## config.mk

```make
export PLATFORM = sky130hd
export DESIGN_NAME = mbx_quiesce_responder
export DESIGN_NICKNAME = d
export VERILOG_FILES = /design/src/rtl/mbx_pkg.sv /design/src/rtl/mbx_regwin.sv /design/src/rtl/mbx_engine.sv /design/src/rtl/mbx_quiesce_responder.sv
export SDC_FILE = /design/constraint.sdc
export NUM_CORES = 1
export LEC_CHECK = 0
export BUFFER_PORTS_ARGS = -buffer_cell sky130_fd_sc_hd__buf_2
export CORE_UTILIZATION = 45
export CTS_BUF_LIST = sky130_fd_sc_hd__clkbuf_8
export CTS_CLUSTER_DIAMETER = 120
export CTS_CLUSTER_SIZE = 10
export DETAILED_ROUTE_END_ITERATION = 8
export MAX_ROUTING_LAYER = met4
export PLACE_DENSITY = 0.62
export SLEW_MARGIN = 20
export SYNTH_ARGS = -nofsm -noshare
export SYNTH_HDL_FRONTEND = slang
export SYNTH_HIERARCHICAL = 1
export SYNTH_SLANG_ARGS = --single-unit
```

## constraint.sdc

```tcl
create_clock -name clk -period 4.2 [get_ports clk]
set_input_delay 0.42 -clock clk [delete_from_list [all_inputs] [get_ports clk]]
set_output_delay 0.42 -clock clk [all_outputs]
set_load 0.01 [all_outputs]
```

## src/rtl/mbx_pkg.sv

```systemverilog
package mbx_pkg;
  localparam logic [7:0] IDX_TRIGGER = 8'h80;
  localparam logic [7:0] IDX_STATUS  = 8'h82;
  localparam logic [7:0] IDX_CMD     = 8'h83;
  localparam logic [7:0] GO_CODE     = 8'h96;
  localparam logic [7:0] CMD_SLEEP   = 8'hB4;
  localparam logic [7:0] CMD_WAKE    = 8'hB5;
  localparam logic [7:0] DONE_CODE   = 8'hFA;

  typedef enum logic {ENG_IDLE, ENG_WAIT} eng_state_e;
endpackage

```

## src/rtl/mbx_regwin.sv

```systemverilog
module mbx_regwin
  import mbx_pkg::*;
#(
  parameter logic [7:0] SLOT_BASE  = 8'h80,
  parameter int         SLOT_COUNT = 16
) (
  input  logic       clk,
  input  logic       rst_n,
  input  logic       host_wr,
  input  logic       host_rd,
  input  logic       host_sel,
  input  logic [7:0] host_wdata,
  input  logic       done_post,
  output logic [7:0] host_rdata,
  output logic [7:0] index_q,
  output logic       trig_fire,
  output logic [7:0] cmd_byte,
  output logic [7:0] status_byte
);
  localparam int         SLOT_AW    = (SLOT_COUNT > 1) ? $clog2(SLOT_COUNT) : 1;
  localparam logic [8:0] SLOT_END   = {1'b0, SLOT_BASE} + 9'(SLOT_COUNT);
  localparam logic [SLOT_AW-1:0] OFS_STATUS = SLOT_AW'(IDX_STATUS - SLOT_BASE);
  localparam logic [SLOT_AW-1:0] OFS_CMD    = SLOT_AW'(IDX_CMD - SLOT_BASE);

  logic [7:0]         slot_q [SLOT_COUNT];
  logic               in_range;
  logic [SLOT_AW-1:0] slot_ofs;
  logic [SLOT_COUNT-1:0] slot_hit;

  assign in_range = ({1'b0, index_q} >= {1'b0, SLOT_BASE}) && ({1'b0, index_q} < SLOT_END);
  assign slot_ofs = SLOT_AW'(index_q - SLOT_BASE);

  for (genvar i = 0; i < SLOT_COUNT; i++) begin : g_hit
    assign slot_hit[i] = in_range && (slot_ofs == SLOT_AW'(i));
  end

  always_ff @(posedge clk or negedge rst_n) begin
    if (!rst_n) begin
      index_q    <= 8'h00;
      host_rdata <= 8'h00;
      for (int i = 0; i < SLOT_COUNT; i++) slot_q[i] <= 8'h00;
    end else begin
      if (host_wr && !host_sel) index_q <= host_wdata;
      for (int i = 0; i < SLOT_COUNT; i++) begin
        if (host_wr && host_sel && slot_hit[i]) slot_q[i] <= host_wdata;
      end
      // completion posting takes precedence over a host write
      if (done_post) slot_q[OFS_STATUS] <= DONE_CODE;
      if (host_rd) begin
        if (!host_sel)     host_rdata <= index_q;
        else if (in_range) host_rdata <= slot_q[slot_ofs];
        else               host_rdata <= 8'h00;
      end
    end
  end

  assign trig_fire   = host_wr && host_sel && (index_q == IDX_TRIGGER);
  assign cmd_byte    = slot_q[OFS_CMD];
  assign status_byte = slot_q[OFS_STATUS];
endmodule

```

## src/rtl/mbx_engine.sv

```systemverilog
module mbx_engine
  import mbx_pkg::*;
#(
  parameter int DONE_DELAY = 40
) (
  input  logic       clk,
  input  logic       rst_n,
  input  logic       trig_fire,
  input  logic [7:0] trig_value,
  input  logic [7:0] cmd_byte,
  output logic       done_post,
  output logic       busy,
  output logic       quiesced
);
  localparam int CW = (DONE_DELAY > 1) ? $clog2(DONE_DELAY + 1) : 1;

  eng_state_e    state_q;
  logic [CW-1:0] cnt_q;
  logic          want_sleep_q;
  logic          cmd_known;
  logic          accept;

  assign cmd_known = (cmd_byte == CMD_SLEEP) || (cmd_byte == CMD_WAKE);
  assign accept    = trig_fire && (trig_value == GO_CODE) && cmd_known && (state_q == ENG_IDLE);
  assign done_post = (state_q == ENG_WAIT) && (cnt_q == '0);
  assign busy      = (state_q == ENG_WAIT);

  always_ff @(posedge clk or negedge rst_n) begin
    if (!rst_n) begin
      state_q      <= ENG_IDLE;
      cnt_q        <= '0;
      want_sleep_q <= 1'b0;
      quiesced     <= 1'b0;
    end else begin
      case (state_q)
        ENG_IDLE: begin
          if (accept) begin
            state_q      <= ENG_WAIT;
            cnt_q        <= CW'(DONE_DELAY - 1);
            want_sleep_q <= (cmd_byte == CMD_SLEEP);
          end
        end
        ENG_WAIT: begin
          if (cnt_q == '0) begin
            state_q  <= ENG_IDLE;
            quiesced <= want_sleep_q;
          end else begin
            cnt_q <= cnt_q - 1'b1;
          end
        end
        default: state_q <= ENG_IDLE;
      endcase
    end
  end
endmodule

```

## src/rtl/mbx_quiesce_responder.sv

```systemverilog
module mbx_quiesce_responder
  import mbx_pkg::*;
#(
  parameter logic [7:0] SLOT_BASE  = 8'h80,
  parameter int         SLOT_COUNT = 16,
  parameter int         DONE_DELAY = 40
) (
  input  logic       clk,
  input  logic       rst_n,
  input  logic       host_wr,
  input  logic       host_rd,
  input  logic       host_sel,
  input  logic [7:0] host_wdata,
  output logic [7:0] host_rdata,
  output logic       quiesced
);
  logic [7:0] index_q;
  logic [7:0] cmd_byte;
  logic [7:0] status_byte;
  logic       trig_fire;
  logic       done_post;
  logic       busy;

  mbx_regwin #(.SLOT_BASE(SLOT_BASE), .SLOT_COUNT(SLOT_COUNT)) u_regwin (
    .clk         (clk),
    .rst_n       (rst_n),
    .host_wr     (host_wr),
    .host_rd     (host_rd),
    .host_sel    (host_sel),
    .host_wdata  (host_wdata),
    .done_post   (done_post),
    .host_rdata  (host_rdata),
    .index_q     (index_q),
    .trig_fire   (trig_fire),
    .cmd_byte    (cmd_byte),
    .status_byte (status_byte)
  );

  mbx_engine #(.DONE_DELAY(DONE_DELAY)) u_engine (
    .clk        (clk),
    .rst_n      (rst_n),
    .trig_fire  (trig_fire),
    .trig_value (host_wdata),
    .cmd_byte   (cmd_byte),
    .done_post  (done_post),
    .busy       (busy),
    .quiesced   (quiesced)
  );
endmodule

```

======== After elaboration in Yosys (flattened, before gate mapping) ========
Index checks and enable logic that the tools add are counted.
word-level totals
  word-level logic and storage cells ...... 111
  output and inout bits ................... 9
  bits in registers ....................... 153
cells by class
  eq/ne operators ......................... 21
  order comparisons ....................... 3
  multiplexer cells ....................... 13
  reductions and logical operators ........ 48
  bitwise gates (word level) .............. 2
  $add $sub $neg .......................... 2
operator list
  cell                   count
  $mux W8                6
  $logic_and A1 B1 Y1    40
  $bmux W8 S4            1
  $eq A4 B4 Y1 const B   8
  $eq A8 B8 Y1 const B   4
  $eq A4 B3 Y1 const B   4
  $mux W6                2
  $pmux W6 S2            1
  $eq A4 B2 Y1 const B   2
  $ge A8 B8 Y1 const B   1
  $lt A8 B8 Y1 const B   1
  $logic_not A6 Y1       1
  $reduce_and A2 Y1      3
  $sub A6 B1 Y6 const B  1
  $ge A5 B5 Y1 const B   1
  $not A4 Y5             1
  $eq A4 B1 Y1 const B   1
  $logic_not A4 Y1       1
  $sub A4 B1 Y4 const B  1
  $mux W1                2
  $ne A2 B1 Y1 const B   1
  $ne A2 B2 Y1 const B   1
  $pmux W1 S2            1
  $reduce_bool A2 Y1     1
  3 further kinds        3

======== Longest topological paths before layout ========
Gate-level depths: netlist of run 1.
  depth in word-level cells ............... 7
  gate-level depth with buffers ........... 10
  mapped depth without buffers ............ 8

======== By module ========
Netlist of run 1, hierarchy kept.
modules (own cells, without submodules)
  module      times used  seq. area each (um^2)  area an instance (um^2)  cells each
  mbx_regwin  1           3,603.5                6,809.0                  465
  mbx_engine  1           225.2                  495.5                    50

======== Worst setup path before layout of run 1 ========
No wires, ideal clock.
  kind .................................... input-to-reg
  from .................................... input host_sel
  to ...................................... register u_engine.cnt_q[4]
  arrival time ............................ 2.487 ns
  data required time ...................... 4.080 ns
  stages on the path ...................... 9
  setup time .............................. 0.120 ns
  path buffers ............................ 1
  setup slack ............................. 1.594 ns
  cell sequence ........................... or3b_4 nor4_4 nand3_2 inv_1 and4bb_1 nand4_1 or4_1 buf_2 a31o_1
between the ends
  word-level cells in the longest chain between the ends .. 7
ends and longest elaborated chain
  item                                line                         source
  start: declaration                  mbx_quiesce_responder.sv:12  input logic host_sel,
  $logic_and A1 B1 Y1 (2 in series)   mbx_regwin.sv:57             assign trig_fire = host_wr && host_sel && (index_q == IDX_TRIGGER);
  via trig_fire                       mbx_quiesce_responder.sv:20  logic trig_fire;
  $logic_and A1 B1 Y1 (3 in series)   mbx_engine.sv:24             assign accept = trig_fire && (trig_value == GO_CODE) && cmd_known && (state_q == ENG_IDLE);
  $ne A2 B1 Y1 (no source line)       -
  $reduce_and A2 Y1 (no source line)  -
  end signal: assignment              mbx_engine.sv:39             cnt_q <= CW'(DONE_DELAY - 1);
  end signal: assignment              mbx_engine.sv:48             cnt_q <= cnt_q - 1'b1;
  end: declaration                    mbx_engine.sv:18             logic [CW-1:0] cnt_q;
The timed path passes the listed nets, and every way through them passes these cells.
A chain may end at the register's enable or synchronous reset.

======== Final worst setup path of run 1 ========
  from .................................... register u_regwin.index_q[5]
  to ...................................... register u_engine.cnt_q[3]
between the ends
  word-level cells in the longest chain between the ends .. 7
ends and longest elaborated chain
  item                                line                         source
  start: declaration                  mbx_regwin.sv:15             output logic [7:0] index_q,
  start signal: assignment            mbx_regwin.sv:43             if (host_wr && !host_sel) index_q <= host_wdata;
  $eq A8 B8 Y1                        mbx_regwin.sv:57
  $logic_and A1 B1 Y1                 mbx_regwin.sv:57
  via trig_fire                       mbx_quiesce_responder.sv:20
  $logic_and A1 B1 Y1 (3 in series)   mbx_engine.sv:24
  $ne A2 B1 Y1 (no source line)       -
  $reduce_and A2 Y1 (no source line)  -
The timed path passes the listed nets, and every way through them passes these cells.

==> impl_metrics.json, run 1 <==
{
  "maxSlewViolCount": 0,
  "first_pass_iters": 5,
  "clk_pin_slew_ns": 0.09,
  "drive_gt1_frac": 0.439,
  "max_stage_delay_ns": 0.57,
  "syn_nets": 521,
  "fin_crit_sh": 0.686,
  "grt_usage": 0.222,
  "gp_congestion": 0.842,
  "slowest_stage": "or4_1",
  "fin_crit_ns": 2.88,
  "ys_warn_count": 6,
  "fp.dieW_um": 129,
  "ctsResizeCount": 0,
  "cts_tree": "yes",
  "final_cell_count_no_fill": 742,
  "finalSetupTns_ns": 0,
  "area.sequential_sq_um": 3830,
  "fillers": 1360,
  "dp_hpwl_um": 10600,
  "diodes": 0,
  "ant_nets": 0,
  "synthToLayoutAreaGrowth_pct": 8.67,
  "clockBufferDepth": 2,
  "clock_sink_count": 153,
  "clk_latency_ns": 0.45,
  "rsz0062_at_grt": "no",
  "core_area_sq_um": 15800,
  "status": "finished clean",
  "synth_cells": 507,
  "fp.dieH_um": 129,
  "slew_headroom": 0.365,
  "io_pins": 22,
  "wirelength_um": 16200,
  "grt_pass1_vias": 4593,
  "grt_pass1_wl_um": 26100,
  "post_cts_buffers": 0,
  "hold_viol_final": 0,
  "postSynthAreaPerCell_sq_um": 14.3,
  "worstRegToRegCells": 8,
  "min_path_type": "in2async",
  "grt_overflow": 0,
  "whs_ns": 0.0868,
  "via_per_inst": 5.83,
  "path_cells": "or3b_4 > nor4_4 > nand3_2 > inv_1 > and4bb_1 > nand4_1 > or4_1 > a31o_1",
  "max_freq_mhz": 347,
  "dp.cells": 712,
  "row_count": 46,
  "required_ns": 4.53,
  "grt_start_max_net_pins": 97,
  "cts_root_buf": "clkbuf_8",
  "worstSetupEndpointType": "register",
  "multi_input_comb_area_sq_um": 3180,
  "ctsHoldBuffers": 0,
  "peakVddDrop_mv": 0.220,
  "totalPowerFinal_mw": 3.16,
  "portBuffers": 21,
  "start_util": 0.458,
  "drt-initial-drc-count": 215,
  "setup_viol": 0,
  "drv_cap": 0,
  "grt_antenna_before_repair": 0,
  "die-area_sq_um": 16600,
  "skew_ns": 0.0181,
  "htree_levels": 4,
  "fin_nets": 529,
  "p_leak_nw": 3.67,
  "worst-path-max-fanout": 9,
  "powerDensity_nw_per_um2": 402,
  "critical_path_class": "reg2reg",
  "drc": 0,
  "cts-buffers-inserted": 17,
  "startpoint_type": "register",
  "wl_per_cell_um": 21.8,
  "num_vias": 4328,
  "synthesis.area_sq_um": 7240,
  "worst_slew_pin_slew_ns": 0.950,
  "crit_arrival_ns": 3.21
}
==> layer usage <==
| metal | GRT usage | wire [um] | vias up |
|---|---|---|---|
| li1 | - | - | 1884 |
| met1 | 0.294 | 7300 | 2306 |
| met2 | 0.339 | 7800 | 109 |
| met3 | 0.0416 | 677 | 29 |
| met4 | 0.0865 | 383 | 0 |
| met5 | - | 0 | - |
==> sequential cells by signal, summed over array words and instances, names as in the netlist <==
register	flops
u_engine/busy	1
u_regwin/cmd_byte	8
u_engine/want_sleep_q	1
u_engine/cnt_q	6
u_engine/quiesced	1
u_regwin/index_q	8
u_regwin/slot_q	112
u_regwin/host_rdata	8
u_regwin/status_byte	8
==> power by group <==
part | internal (mW) | switching (mW) | leakage (nW)
Sequential | 1.57 | 0.0847 | 2.05
Clock | 0.622 | 0.519 | 0.213
Combinational | 0.177 | 0.192 | 1.40
==> path summary, 6_finish.rpt <==
kind,slack [ns],from,end
setup / recovery,1.32,u_regwin/index_q[5],u_engine/cnt_q[3]
hold / removal,0.09,rst_n,u_engine/quiesced
setup reg to reg,1.32,u_regwin/index_q[5],u_engine/cnt_q[3]
hold reg to reg,0.50,u_regwin/cmd_byte[0],u_engine/want_sleep_q
max in group asynchronous,3.15,rst_n,u_regwin/index_q[1]
min in group clk,0.40,host_wdata[0],u_regwin/index_q[0]
==> cells in the final DEF (no fill, tap or decap), drive strengths merged, types with 2 or more instances in the layout <==
cell type,count
o21ai,25
nand2,13
a211o,6
or3,2
nor3,2
nor3b,2
mux4,30
dfrtp,153
bufinv,3
nand3,11
nand2b,3
nor2b,8
nand4,3
o211ai,5
o22ai,2
mux2i,14
a31o,2
nand3b,2
o221ai,2
clkinv,4
nor2,21
inv,15
or4,3
a21oi,3
clkbuf,20
mux2,126
nor4,2
buf,25
and4bb,2
or2,2
==> worst max-delay path, delay by kind of cell, from the launching register on <==
kind	cells	cell delay, ns
AO/OA/AOI/OAI	1	0.27
buffers and inverters	1	0.11
flip-flops	1	0.41
AND/OR/NAND/NOR	6	1.97
==> per-stage QoR <==
stage	setup WS [ns]	cell area, sq um	utilization
6_report	1.32	7870	0.497
5_1_grt	1.15	7870	0.497
4_1_cts	1.30	7870	0.497
3_5_place_dp	1.11	7470	0.472
3_3_place_gp	1.14	7470	0.472
2_1_floorplan	1.59	7240	-
==> area by class of cell <==
| class | instances | share of cell area |
|---|---|---|
| clock inverter | 10 | 0.0164 |
| inverter | 13 | 0.00620 |
| tap | 216 | 0.0343 |
| timing repair buffer | 25 | 0.0180 |
| multi-input combinational | 305 | 0.404 |
| clock buffer | 20 | 0.0350 |
| sequential | 153 | 0.487 |
Note: power is estimated with default switching activity, not from simulation.
==> run 2, diff against run 1 <==
- ABC_AREA: default -> 1
- PLACE_DENSITY: 0.62 -> 0.64
- clock period: 4.2 -> 2.4 ns (I/O delays scaled with it)
==> run 2 against run 1 <==
Compared with the run above: sequential share of layout area fell by 2.4 points; wire length is 17% higher; total power up 83%; critical path type unchanged; clock power rose by 67%; highest routed layer unchanged.
==> impl_metrics.json, run 2 <==
{
  "layout_common_cells": "nand2_1, dfrtp_1, o21ai_0, inv_1, nor2_1",
  "min_from": "host_wdata[6]",
  "cts_tree": "yes",
  "cp-startpoint": "u_regwin/index_q[5]",
  "ys_warn_count": 6,
  "startpoint_type": "register",
  "wl_per_cell_um": 15.2,
  "num_vias": 6198,
  "core_area_sq_um": 16500,
  "grt_start_max_net_pins": 57,
  "skew_ns": 0.0134,
  "status": "finished clean",
  "gp_congestion": 0.883,
  "max_freq_mhz": 493,
  "fin_area_sq_um": 8280,
  "first_pass_iters": 5,
  "required_ns": 2.80,
  "grt.busiest_layer": "met2",
  "peakVddDrop_mv": 0.484,
  "postSynthAreaPerCell_sq_um": 7.56,
  "cts-buffers-inserted": 17,
  "clk_pin_slew_ns": 0.09,
  "p_leak_nw": 4.14,
  "grt_usage": 0.241,
  "critical_path_class": "reg2reg",
  "clockBufferDepth": 2,
  "grt_pass1_wl_um": 31200,
  "grt_use_met2": 0.364,
  "grt_overflow": 0,
  "r2r_slack_ns": 0.37,
  "clk_latency_ns": 0.45,
  "syn_nets": 1020,
  "fillers": 1671,
  "totalPowerFinal_mw": 5.79,
  "largest_register_ffs": 112,
  "grt_antenna_before_repair": 0,
  "portBuffers": 21,
  "grt_use_met3": 0.0511,
  "hold_viol_final": 0,
  "slew_headroom": 0.421,
  "worst_slew_pin_slew_ns": 0.867,
  "final_common_cell": "nand2_1",
  "drive_gt1_frac": 0.115,
  "synthToLayoutAreaGrowth_pct": 8.90,
  "whs_ns": 0.0530,
  "wirelength_um": 19000,
  "finalSetupTns_ns": 0,
  "rsz0062_at_grt": "no",
  "postPlaceCellArea_sq_um": 7890,
  "dp_hpwl_um": 12600,
  "drc": 0,
  "drt-initial-drc-count": 560,
  "powerDensity_nw_per_um2": 700,
  "dp.cells": 1213,
  "fp.dieH_um": 132,
  "fin_crit_ns": 2.03,
  "maxSlewViolCount": 0,
  "setup_viol": 0,
  "reg2reg_from": "u_regwin/index_q[5]",
  "die-area_sq_um": 17400,
  "grt_pass1_vias": 5777,
  "cts_root_buf": "clkbuf_8",
  "diodes": 0,
  "worst-path-max-fanout": 17,
  "ant_nets": 0,
  "start_util": 0.460,
  "max_flop_register": "u_regwin/slot_q",
  "final_cell_count_no_fill": 1246,
  "via_per_inst": 4.97,
  "row_count": 47,
  "crit_arrival_ns": 2.42,
  "io_pins": 22,
  "htree_levels": 4,
  "min_path_type": "in2reg",
  "synth_cells": 1006,
  "clock_sink_count": 153,
  "fin_crit_sh": 0.845,
  "use_met1": 0.331,
  "drv_cap": 0,
  "synthesis.area_sq_um": 7610,
  "fin_nets": 1027,
  "fp.dieW_um": 132,
  "worstSetupEndpointType": "register"
}
==> run 2: cell count changes in the layout (fill, tap and decap cells not counted), sizes merged, moves of 8 or more <==
cell,previous run,this run
inv,15,108
nand2,13,407
mux2i,14,0
mux4,30,0
o21ai,25,164
buf,25,39
nor2,21,86
mux2,126,0
nor2b,8,0
==> run 2: per-layer routing <==
metal,vias up,share of wire
met3,15,0.046
met1,2929,0.48
met5,-,0
met4,0,0.012
met2,137,0.46
li1,3117,-
==> run 2: per-stage QoR <==
stage	worst slack, ns	util
detailed placement	0.376	0.477
CTS	0.363	0.501
floorplan	0.351	-
finish	0.373	0.501
global placement	0.409	0.477
global route	0.150	0.501
==> run 2: cell type report <==
class,instances,area [sq um],area share
sequential,153,3830,0.462
tap,220,275,0.0332
multi-input combinational,693,3110,0.375
clock inverter,13,121,0.0147
timing repair buffer,40,282,0.0340
inverter,108,405,0.0489
clock buffer,19,262,0.0316
==> run 2: worst paths after layout <==
kind	end	cells past startpoint
max reg2reg	u_engine/cnt_q[0]	12
max in group asynchronous	u_regwin/index_q[5]	3
min in group asynchronous	u_engine/cnt_q[4]	2
min reg2reg	u_regwin/slot_q[88]	2
min	u_regwin/status_byte[6]	3
max	u_engine/cnt_q[0]	12
==> run 2: where the power goes <==
group | total (mW) | internal (mW) | switching (mW)
registers | 2.88 | 2.77 | 0.114
logic | 1.02 | 0.327 | 0.689
clock network | 1.90 | 0.878 | 1.02
total | 5.79 | 3.97 | 1.82
==> run 2: worst max-delay path: stages, from the launching register on <==
cell and delay (ns):
dfrtp_1 0.40, nor2_1 0.13, nand2_2 0.10, nor2_8 0.17, nand2_4 0.11, nor3_4 0.18
nand2_4 0.19, inv_1 0.09, and3b_1 0.22, nand3_4 0.15, nand2_4 0.12, nand2_1 0.06
nand2_1 0.05
==> run 2: timing repair <==
| item | 4_1_cts | 5_1_grt |
|---|---|---|
| setup buffers | 0 | 0 |
| gates resized for setup | 0 | 0 |
| hold endpoints to repair | 53 | 0 |
| hold buffers | 1 | 0 |
==> run 3, diff against run 2 <==
- PLACE_DENSITY: 0.64 -> 0.62
- clock period: 2.4 -> 1.9 ns (I/O delays scaled with it)
==> run 3 against run 2 <==
Compared with the run above: first-iteration DRC count fell by 17%; critical path type unchanged; core utilization is 2.1 points higher; critical endpoint is now u_engine/cnt_q[1]; highest routed layer unchanged; cell area rose by 4.1%; total power rose by 26%; via count is 2.3% higher; setup slack worse by 0.33 ns; register-to-register slack lost 0.33 ns.
==> impl_metrics.json, run 3 (synthesis results as in run 2) <==
{
  "status": "finished clean",
  "portBuffers": 21,
  "grt_pass1_vias": 5968,
  "crit_arrival_ns": 2.26,
  "first_pass_iters": 5,
  "setup_viol": 0,
  "p_int_mw": 5.10,
  "skew_ns": 0.0123,
  "max_flop_register": "u_regwin/slot_q",
  "largest_register_ffs": 112,
  "p_leak_nw": 4.34,
  "cts_root_buf": "clkbuf_8",
  "drc": 0,
  "clock_sink_count": 153,
  "num_vias": 6340,
  "pwr-share-seq": 0.499,
  "min_path_type": "in2reg",
  "comb_power_share": 0.187,
  "grt_usage": 0.248,
  "pwr-share-clk": 0.314,
  "fin_nets": 1066,
  "swShare": 0.302,
  "clk_latency_ns": 0.47,
  "grt_antenna_before_repair": 0,
  "via_per_inst": 4.93,
  "startpoint_type": "register",
  "hold_viol_final": 0,
  "fin_crit_sh": 0.977,
  "final_common_cell": "nand2_1",
  "drv_cap": 0,
  "start_util": 0.460,
  "fin_crit_ns": 1.86,
  "synthToLayoutAreaGrowth_pct": 13.4,
  "grt_overflow": 0,
  "fp.dieH_um": 132,
  "worst-path-max-fanout": 5,
  "rsz0062_at_grt": "yes",
  "layout_common_cells": "nand2_1, dfrtp_1, o21ai_0, inv_1, nor2_1",
  "die-area_sq_um": 17400,
  "diodes": 0,
  "dp_hpwl_um": 12900,
  "row_count": 47,
  "final_cell_count_no_fill": 1285,
  "p_switching_mw": 2.21,
  "grt_start_max_net_pins": 53,
  "dp.cells": 1237,
  "critical_path_class": "reg2reg",
  "io_pins": 22,
  "holdPathStages": 3,
  "drt-initial-drc-count": 465,
  "worst_slew_pin_slew_ns": 0.717,
  "cts_tree": "yes",
  "required_ns": 2.31,
  "gp_congestion": 0.856,
  "post-place-ws_ns": 0.0628,
  "fin_ws_ns": 0.0441,
  "worstRegToRegCells": 12,
  "ant_nets": 0,
  "peakVddDrop_mv": 0.439,
  "cts-buffers-inserted": 17,
  "wirelength_um": 19700,
  "worstSetupEndpointType": "register",
  "clk_pin_slew_ns": 0.08,
  "drive_gt1_frac": 0.143,
  "slew_headroom": 0.521,
  "powerDensity_nw_per_um2": 847,
  "maxSlewViolCount": 0,
  "clockBufferDepth": 2,
  "wl_per_cell_um": 15.3,
  "htree_levels": 4,
  "core_area_sq_um": 16500,
  "max_freq_mhz": 539,
  "grt_pass1_wl_um": 32100,
  "fp.dieW_um": 132
}
==> run 3: cell count changes in the layout (fill, tap and decap cells not counted), sizes merged <==
| cell | delta |
|---|---|
| clkinv | -3 |
| nand3 | +1 |
| dlygate4sd3 | +7 |
| buf | +31 |
| clkinvlp | -2 |
| inv | +4 |
| clkbuf | +1 |
==> run 3: area by class of cell <==
| class | instances | area, sq um |
|---|---|---|
| Fill cell | 1644 | 7900 |
| Sequential cell | 153 | 3830 |
| Multi-Input combinational cell | 694 | 3130 |
| Timing Repair Buffer | 78 | 622 |
| Inverter | 108 | 405 |
| Clock buffer | 20 | 275 |
| Tap cell | 220 | 275 |
| Clock inverter | 12 | 86.3 |
==> run 3: metal layers <==
| layer | share of wire | vias up | GRT usage |
|---|---|---|---|
| met3 | 0.048 | 17 | 0.0423 |
| li1 | - | 3201 | - |
| met1 | 0.49 | 2960 | 0.344 |
| met5 | 0 | - | - |
| met4 | 0.013 | 0 | 0.0788 |
| met2 | 0.45 | 162 | 0.369 |
==> run 3: worst max-delay path: stages (launching register included) <==
cell and delay (ns):
dfrtp_1 0.40, nor2_2 0.13, nand2_2 0.09, nor2_8 0.14, nand2_4 0.09, nor3_4 0.21
nand2_4 0.08, inv_2 0.06, and3b_2 0.23, nand3_4 0.13, nand2_4 0.13, nand2_1 0.06
nand2_1 0.05
==> run 3: repair_timing <==
action	4_1_cts	5_1_grt
hold buffers	8	0
setup endpoints to repair	0	34
hold endpoints to repair	44	0
setup buffers	0	7
resized for setup	0	6
==> run 3: path summary, 6_finish.rpt <==
check	from	end	slack, ns
worst max register to register	u_regwin/index_q[4]	u_engine/cnt_q[1]	0.04
worst max-delay path	u_regwin/index_q[4]	u_engine/cnt_q[1]	0.04
worst min-delay path	host_wdata[2]	u_regwin/status_byte[2]	0.07
min in group asynchronous	rst_n	u_regwin/slot_q[84]	0.20
worst min register to register	u_regwin/slot_q[58]	u_regwin/slot_q[58]	0.48
max in group asynchronous	rst_n	u_regwin/slot_q[57]	1.08
==> run 3: power by group through the flow <==
stage / logic (mW) / clock network (mW) / registers, mW
5_1_grt: 1.55 / 2.50 / 3.67
4_1_cts: 1.35 / 2.37 / 3.64
2_1_floorplan: 0.856 / 0 / 3.67
3_3_place_gp: 1.32 / 0 / 3.70
6_report: 1.36 / 2.30 / 3.64
3_5_place_dp: 1.33 / 0 / 3.70
==> run 3: per-stage QoR <==
stage	hold WS [ns]	util	instance area (sq um)	power, mW	TNS [ns]
finish	0.0701	0.522	8620	7.30	0
global route	0.0567	0.522	8620	7.72	-0.420
CTS	0.0270	0.517	8550	7.36	0
detailed placement	0.135	0.491	8110	5.04	0
global placement	0.132	0.491	8110	5.01	0
floorplan	-0.106	-	7610	4.53	-1.07
